$ cat src/rtl/ahbl_dec_pkg.sv
package ahbl_dec_pkg;

  typedef enum logic [1:0] {
    RSP_OKAY  = 2'b00,
    RSP_ERROR = 2'b01,
    RSP_RETRY = 2'b10,
    RSP_SPLIT = 2'b11
  } rsp_e;

  localparam logic [1:0] TR_IDLE = 2'b00;
  localparam logic [1:0] TR_BUSY = 2'b01;
  localparam logic [1:0] TR_NSEQ = 2'b10;
  localparam logic [1:0] TR_SEQ  = 2'b11;

  typedef enum logic [1:0] {
    DS_OK   = 2'b00,
    DS_ERR1 = 2'b01,
    DS_ERR2 = 2'b10
  } dstate_e;

endpackage

$ cat src/rtl/ahbl_sel_decode.sv
module ahbl_sel_decode #(
  parameter int NUM_SLV = 4,
  parameter int ID_W    = 4,
  parameter int FLD_W   = 8,
  parameter logic [NUM_SLV*ID_W-1:0]  SLV_ID    = {NUM_SLV{4'hC}},
  parameter logic [NUM_SLV*FLD_W-1:0] SLV_FIELD = {NUM_SLV{8'h20}}
) (
  input  logic               clk,
  input  logic               rst,
  input  logic [ID_W-1:0]    board_id,
  input  logic [FLD_W-1:0]   fld,
  output logic [NUM_SLV-1:0] hsel,
  output logic               hsel_dflt
);

  logic [NUM_SLV-1:0] hit;

  for (genvar i = 0; i < NUM_SLV; i++) begin : g_cmp
    assign hit[i] = (board_id == SLV_ID[i*ID_W +: ID_W]) &&
                    (fld == SLV_FIELD[i*FLD_W +: FLD_W]);
  end

  always_comb begin
    logic taken;
    taken = 1'b0;
    hsel  = '0;
    for (int i = 0; i < NUM_SLV; i++) begin
      if (hit[i] && !taken) begin
        hsel[i] = 1'b1;
        taken   = 1'b1;
      end
    end
    hsel_dflt = !taken;
  end


  one_target_chk: assert property (@(posedge clk) disable iff (rst)
    $countones({hsel_dflt, hsel}) == 1);

endmodule

$ cat src/rtl/ahbl_dphase_sel.sv
module ahbl_dphase_sel #(
  parameter int NSEL = 5
) (
  input  logic            clk,
  input  logic            rst,
  input  logic            hready,
  input  logic [NSEL-1:0] sel_live,
  output logic [NSEL-1:0] dsel
);

  localparam logic [NSEL-1:0] RST_SEL = {1'b1, {(NSEL-1){1'b0}}};

  always_ff @(posedge clk) begin
    if (rst)         dsel <= RST_SEL;
    else if (hready) dsel <= sel_live;
  end


  dsel_hold_chk: assert property (@(posedge clk) disable iff (rst)
    !hready |=> $stable(dsel));


  dsel_reset_chk: assert property (@(posedge clk) disable iff (rst)
    $past(rst) |-> dsel == RST_SEL);

endmodule

$ cat src/rtl/ahbl_err_slave.sv
module ahbl_err_slave import ahbl_dec_pkg::*; #(
  parameter int DATA_W = 32
) (
  input  logic              clk,
  input  logic              rst,
  input  logic              sel,
  input  logic              hready,
  input  logic [1:0]        htrans,
  output logic              hreadyout,
  output logic [1:0]        hresp,
  output logic [DATA_W-1:0] hrdata
);

  dstate_e st;
  logic    active;

  assign active = (htrans == TR_NSEQ) || (htrans == TR_SEQ);

  always_ff @(posedge clk) begin
    if (rst) begin
      st <= DS_OK;
    end else begin
      case (st)
        DS_ERR1: st <= DS_ERR2;
        default: st <= (hready && sel && active) ? DS_ERR1 : DS_OK;
      endcase
    end
  end

  assign hreadyout = (st != DS_ERR1);
  assign hresp     = (st == DS_OK) ? RSP_OKAY : RSP_ERROR;
  assign hrdata    = '0;


  err_second_cycle_chk: assert property (@(posedge clk) disable iff (rst)
    !hreadyout |=> hreadyout && hresp == RSP_ERROR);


  err_first_cycle_chk: assert property (@(posedge clk) disable iff (rst)
    (hreadyout && hresp == RSP_ERROR) |-> $past(!hreadyout));

endmodule

$ cat src/rtl/ahbl_rsp_mux.sv
module ahbl_rsp_mux #(
  parameter int NSEL   = 5,
  parameter int DATA_W = 32
) (
  input  logic                   clk,
  input  logic                   rst,
  input  logic [NSEL-1:0]        dsel,
  input  logic [NSEL*DATA_W-1:0] rdata_in,
  input  logic [NSEL-1:0]        rdy_in,
  input  logic [2*NSEL-1:0]      rsp_in,
  output logic [DATA_W-1:0]      hrdata,
  output logic                   hready,
  output logic [1:0]             hresp
);

  always_comb begin
    hrdata = '0;
    hready = 1'b0;
    hresp  = 2'b00;
    for (int i = 0; i < NSEL; i++) begin
      hrdata = hrdata | ({DATA_W{dsel[i]}} & rdata_in[i*DATA_W +: DATA_W]);
      hready = hready | (dsel[i] & rdy_in[i]);
      hresp  = hresp  | ({2{dsel[i]}} & rsp_in[2*i +: 2]);
    end
  end


  dsel_onehot_chk: assert property (@(posedge clk) disable iff (rst)
    $countones(dsel) == 1);

endmodule

$ cat src/rtl/ahbl_central_dec.sv
module ahbl_central_dec import ahbl_dec_pkg::*; #(
  parameter int NUM_SLV = 4,
  parameter int ADDR_W  = 32,
  parameter int DATA_W  = 32,
  parameter int ID_W    = 4,
  parameter int FLD_LSB = 20,
  parameter int FLD_W   = 8,
  parameter logic [NUM_SLV*ID_W-1:0]  SLV_ID    = 16'hCCCC,
  parameter logic [NUM_SLV*FLD_W-1:0] SLV_FIELD = 32'h2322_2120
) (
  input  logic                      clk,
  input  logic                      rst,
  input  logic [ID_W-1:0]           board_id,
  input  logic [ADDR_W-1:0]         haddr,
  input  logic [1:0]                htrans,
  output logic [NUM_SLV-1:0]        hsel,
  input  logic [NUM_SLV*DATA_W-1:0] s_hrdata,
  input  logic [NUM_SLV-1:0]        s_hreadyout,
  input  logic [2*NUM_SLV-1:0]      s_hresp,
  output logic [DATA_W-1:0]         hrdata,
  output logic                      hready,
  output logic [1:0]                hresp
);

  localparam int NSEL = NUM_SLV + 1;

  logic              hsel_dflt;
  logic [NSEL-1:0]   dsel;
  logic              dflt_rdy;
  logic [1:0]        dflt_rsp;
  logic [DATA_W-1:0] dflt_rdata;
  logic              unused_addr;

  assign unused_addr = ^haddr;

  ahbl_sel_decode #(
    .NUM_SLV(NUM_SLV), .ID_W(ID_W), .FLD_W(FLD_W),
    .SLV_ID(SLV_ID), .SLV_FIELD(SLV_FIELD)
  ) u_dec (
    .clk(clk), .rst(rst), .board_id(board_id),
    .fld(haddr[FLD_LSB +: FLD_W]),
    .hsel(hsel), .hsel_dflt(hsel_dflt)
  );

  ahbl_dphase_sel #(.NSEL(NSEL)) u_dsel (
    .clk(clk), .rst(rst), .hready(hready),
    .sel_live({hsel_dflt, hsel}), .dsel(dsel)
  );

  ahbl_err_slave #(.DATA_W(DATA_W)) u_dflt (
    .clk(clk), .rst(rst), .sel(hsel_dflt), .hready(hready),
    .htrans(htrans), .hreadyout(dflt_rdy), .hresp(dflt_rsp),
    .hrdata(dflt_rdata)
  );

  ahbl_rsp_mux #(.NSEL(NSEL), .DATA_W(DATA_W)) u_mux (
    .clk(clk), .rst(rst), .dsel(dsel),
    .rdata_in({dflt_rdata, s_hrdata}),
    .rdy_in({dflt_rdy, s_hreadyout}),
    .rsp_in({dflt_rsp, s_hresp}),
    .hrdata(hrdata), .hready(hready), .hresp(hresp)
  );


  reset_ready_chk: assert property (@(posedge clk) disable iff (rst)
    $past(rst) |-> hready && hresp == RSP_OKAY);

endmodule

$ cat config.mk
export PLATFORM = sky130hd
export DESIGN_NAME = ahbl_central_dec
export DESIGN_NICKNAME = d
export VERILOG_FILES = /design/src/rtl/ahbl_dec_pkg.sv /design/src/rtl/ahbl_sel_decode.sv /design/src/rtl/ahbl_dphase_sel.sv /design/src/rtl/ahbl_err_slave.sv /design/src/rtl/ahbl_rsp_mux.sv /design/src/rtl/ahbl_central_dec.sv
export SDC_FILE = /design/constraint.sdc
export NUM_CORES = 1
export LEC_CHECK = 0
export BUFFER_PORTS_ARGS = -buffer_cell sky130_fd_sc_hd__clkbuf_2
export CAP_MARGIN = 15
export CORE_AREA = 8 8 80 82
export CTS_BUF_LIST = sky130_fd_sc_hd__clkbuf_16
export CTS_CLUSTER_SIZE = 24
export DETAILED_ROUTE_END_ITERATION = 8
export DIE_AREA = 0 0 88 90
export MAX_ROUTING_LAYER = met4
export PLACE_DENSITY = 0.7
export SETUP_SLACK_MARGIN = 0.2
export SKIP_LAST_GASP = 1
export SLEW_MARGIN = 15
export SYNTH_ARGS = -nofsm -noshare
export SYNTH_HDL_FRONTEND = slang
export SYNTH_SLANG_ARGS = --single-unit
$ cat constraint.sdc
create_clock -name clk -period 1.85 [get_ports clk]
set_input_delay 0.185 -clock clk [delete_from_list [all_inputs] [get_ports clk]]
set_output_delay 0.185 -clock clk [all_outputs]
set_load 0.02 [all_outputs]
==> impl_metrics.env <==
export IMPL_synth_adder_area_share_pct=0
export IMPL_synth_compound_area_share_pct=51.3
export IMPL_synth_seq_cells=7
export IMPL_synth_seq_area_share_pct=12.8
export IMPL_path_buf_inv=2
export IMPL_synthCells=157
export IMPL_avgSynthCellArea_sq_um=6.97
export IMPL_grt_overflow_total=0
export IMPL_num_vias=2010
export IMPL_final_common_cell="clkbuf_2"
export IMPL_diodes=0
export IMPL_synth_cell_types=23
export IMPL_final_core_util_pct=42.4
export IMPL_coreArea_sq_mm=0.00524
export IMPL_cts_made_buffers=3
export IMPL_synth_top_cell_by_area="a22oi_1"
export IMPL_grt_total_usage_pct=15.2
export IMPL_max_cap_viol_count=0
export IMPL_rows=27
export IMPL_synth_xor_area_share_pct=0
export IMPL_synth_top_area_share_pct=46.7
export IMPL_setup_violations_final=0
export IMPL_initial_utilization_pct=20.9
export IMPL_gp_congestion=0.786
export IMPL_crit_type="input port to primary output"
export IMPL_cp_cell_sequence="clkbuf_2, or4b_4, nor4_2, clkbuf_2"
export IMPL_path_delay_family="simple AND/OR/NAND/NOR gates"
export IMPL_tns_ns=0
export IMPL_crit_required_ns=1.66
export IMPL_synthSimpleGateAreaFrac_pct=26.2
export IMPL_syn_to_final_growth_pct=103
export IMPL_wirelength_um=6520
export IMPL_status="complete, no violations"
export IMPL_dieHeight_um=90
export IMPL_seqCellArea_sq_um=140
export IMPL_ctsLongestPathBuffers=2
export IMPL_slew_headroom_pct=74.2
export IMPL_dr_pass1_iters=4
export IMPL_clkTransAtPathRegs_ns=0.03
export IMPL_route_detailed_drc=0
export IMPL_muxShareOfSynthArea_pct=3.66
export IMPL_syn_nets=337
export IMPL_top_level_ports=219
export IMPL_cts_tree="done"
export IMPL_clock_skew_ns=0.00171
export IMPL_synth_top_family_by_area="compound AO/OA/AOI/OAI gates"
export IMPL_initialDrtViolationCount=35
export IMPL_clock_fmax_mhz=630
export IMPL_p_per_area_mw_per_mm2=323
export IMPL_rsz0062_at_grt="no"
export IMPL_drive_gt1_share_pct=61.2
export IMPL_clock_sinks=7
export IMPL_hold_class="input port to flip-flop"
export IMPL_grt_pass1_wl_um=9580
export IMPL_cp_end_kind="primary output"
export IMPL_fin_cells=417
export IMPL_cts_root_buf="clkbuf_16"
export IMPL_antenna_left=0
export IMPL_final_max_slew_viol_count=0
export IMPL_clock_latency_ns=0.23
export IMPL_grt_max_degree=36
export IMPL_ys_top_cells_by_area="a22oi_1, dfxtp_1, nand2_1"
export IMPL_cp_start_kind="input port"
export IMPL_layout_nets=526
export IMPL_grt_pass1_vias=2037
export IMPL_tightestPinTransition_ns=0.387
export IMPL_cp_slowest_stage_delay_ns=0.58
export IMPL_final_cell_mix="clkbuf_2, a22oi_1, nand2_1"
export IMPL_fill_cells=528
export IMPL_fin_crit_ns=1.59
export IMPL_arrival_ns=1.40
export IMPL_holdWs_ns=0.189
export IMPL_synth_edff_count=0
export IMPL_synthesis_area_sq_mm=0.00109
export IMPL_p_leak_nw=1.31
export IMPL_dieArea_sq_mm=0.00792
export IMPL_cts_resized_gates=0
export IMPL_die_x_um=88
export IMPL_antenna_found_initial=0
export IMPL_multi_input_comb_area_sq_um=887
export IMPL_synthArstFlopShare_pct=0
export IMPL_viasPerCell=4.82
export IMPL_fin_crit_sh_pct=85.7
export IMPL_wl_per_cell_um=15.6
export IMPL_cp_common_cell="clkbuf_2"
export IMPL_synth_warnings=0
export IMPL_dp_hpwl_um=5420
export IMPL_max_vdd_ir_drop_v=0.000485
export IMPL_portBuffers=193
export IMPL_synth_ff_type="dfxtp_1"
export IMPL_crit_fanout=5
export IMPL_final_hold_viol_count=0
export IMPL_dp_cells=411
export IMPL_htreeDepth=1
export IMPL_cpMaxStageDelayCell="or4b_4"
==> through the flow <==
step | instance area, sq um | setup slack [ns] | power, mW
after detailed placement | 2120 | 0.270 | 0.357
final | 2220 | 0.264 | 0.716
after CTS | 2200 | 0.238 | 0.722
after global routing | 2220 | 0.210 | 0.761
after global placement | 2120 | 0.290 | 0.353
after floorplan | 1090 | 0.249 | 0.190
==> what timing repair did <==
| action | CTS | global route |
|---|---|---|
| hold endpoints to repair | 0 | 0 |
| buffers inserted | 0 | 2 |
| endpoints found under the setup margin | 0 | 1 |
| hold buffers | 0 | 0 |
==> synthesized netlist by cell type, drive strengths merged, types with 2 or more instances <==
| cell type | instances |
|---|---|
| a22oi | 68 |
| nand2 | 34 |
| clkbuf | 13 |
| dfxtp | 7 |
| nor2 | 6 |
| mux2i | 4 |
| buf | 3 |
| nand2b | 3 |
| nor3 | 3 |
| nor4 | 3 |
| a22o | 2 |
==> logic make-up (layout without fill, tap and decap cells) <==
group / after synthesis / after routing
compound gates: 73 / 73
simple gates: 56 / 56
buf+inv: 17 / 205
flops: 7 / 7
mux: 4 / 4
==> state kept, by name (all words and copies together) (netlist names) <==
signal,flops
u_dsel.dsel,5
u_dflt.st,2
==> routing by layer <==
layer | vias to the layer above | share of wire, % | track usage, %
met2 | 119 | 49 | 26.5
met4 | 0 | 1.0 | 3.87
li1 | 996 | - | -
met3 | 8 | 12 | 3.55
met1 | 887 | 38 | 16.6
met5 | - | 0 | -
==> area by class of cell <==
type,count,share of cell area (%)
Timing Repair Buffer,200,45.9
Multi-Input combinational cell,133,40.0
Clock inverter,1,0.169
Sequential cell,7,6.32
Clock buffer,3,3.38
Tap cell,72,4.06
Inverter,1,0.169
==> path summary, 6_finish.rpt <==
kind | from | to | slack [ns] | cells after the start
worst max register to register | u_dsel.dsel[1] | u_dsel.dsel[3] | 0.43 | 5
worst min register to register | u_dflt.st[0] | u_dflt.st[1] | 0.55 | 2
worst max-delay path | haddr[23] | hsel[2] | 0.26 | 4
worst min-delay path | htrans[1] | u_dflt.st[0] | 0.19 | 3
==> report_power, final <==
part           switching, mW  total (mW)  internal, mW
clock                 0.0769       0.357         0.281
sequential          0.000985       0.155         0.154
combinational         0.0699       0.203         0.133
total                  0.148       0.716         0.568
==> worst register-to-register path, stage by stage, from the launching register on <==
cell      delay [ns]
dfxtp_1         0.30
a22o_1          0.25
a211oi_4        0.32
buf_4           0.20
mux2i_1         0.18
nor2_1          0.06
Note: power is estimated with default switching activity, not from simulation.
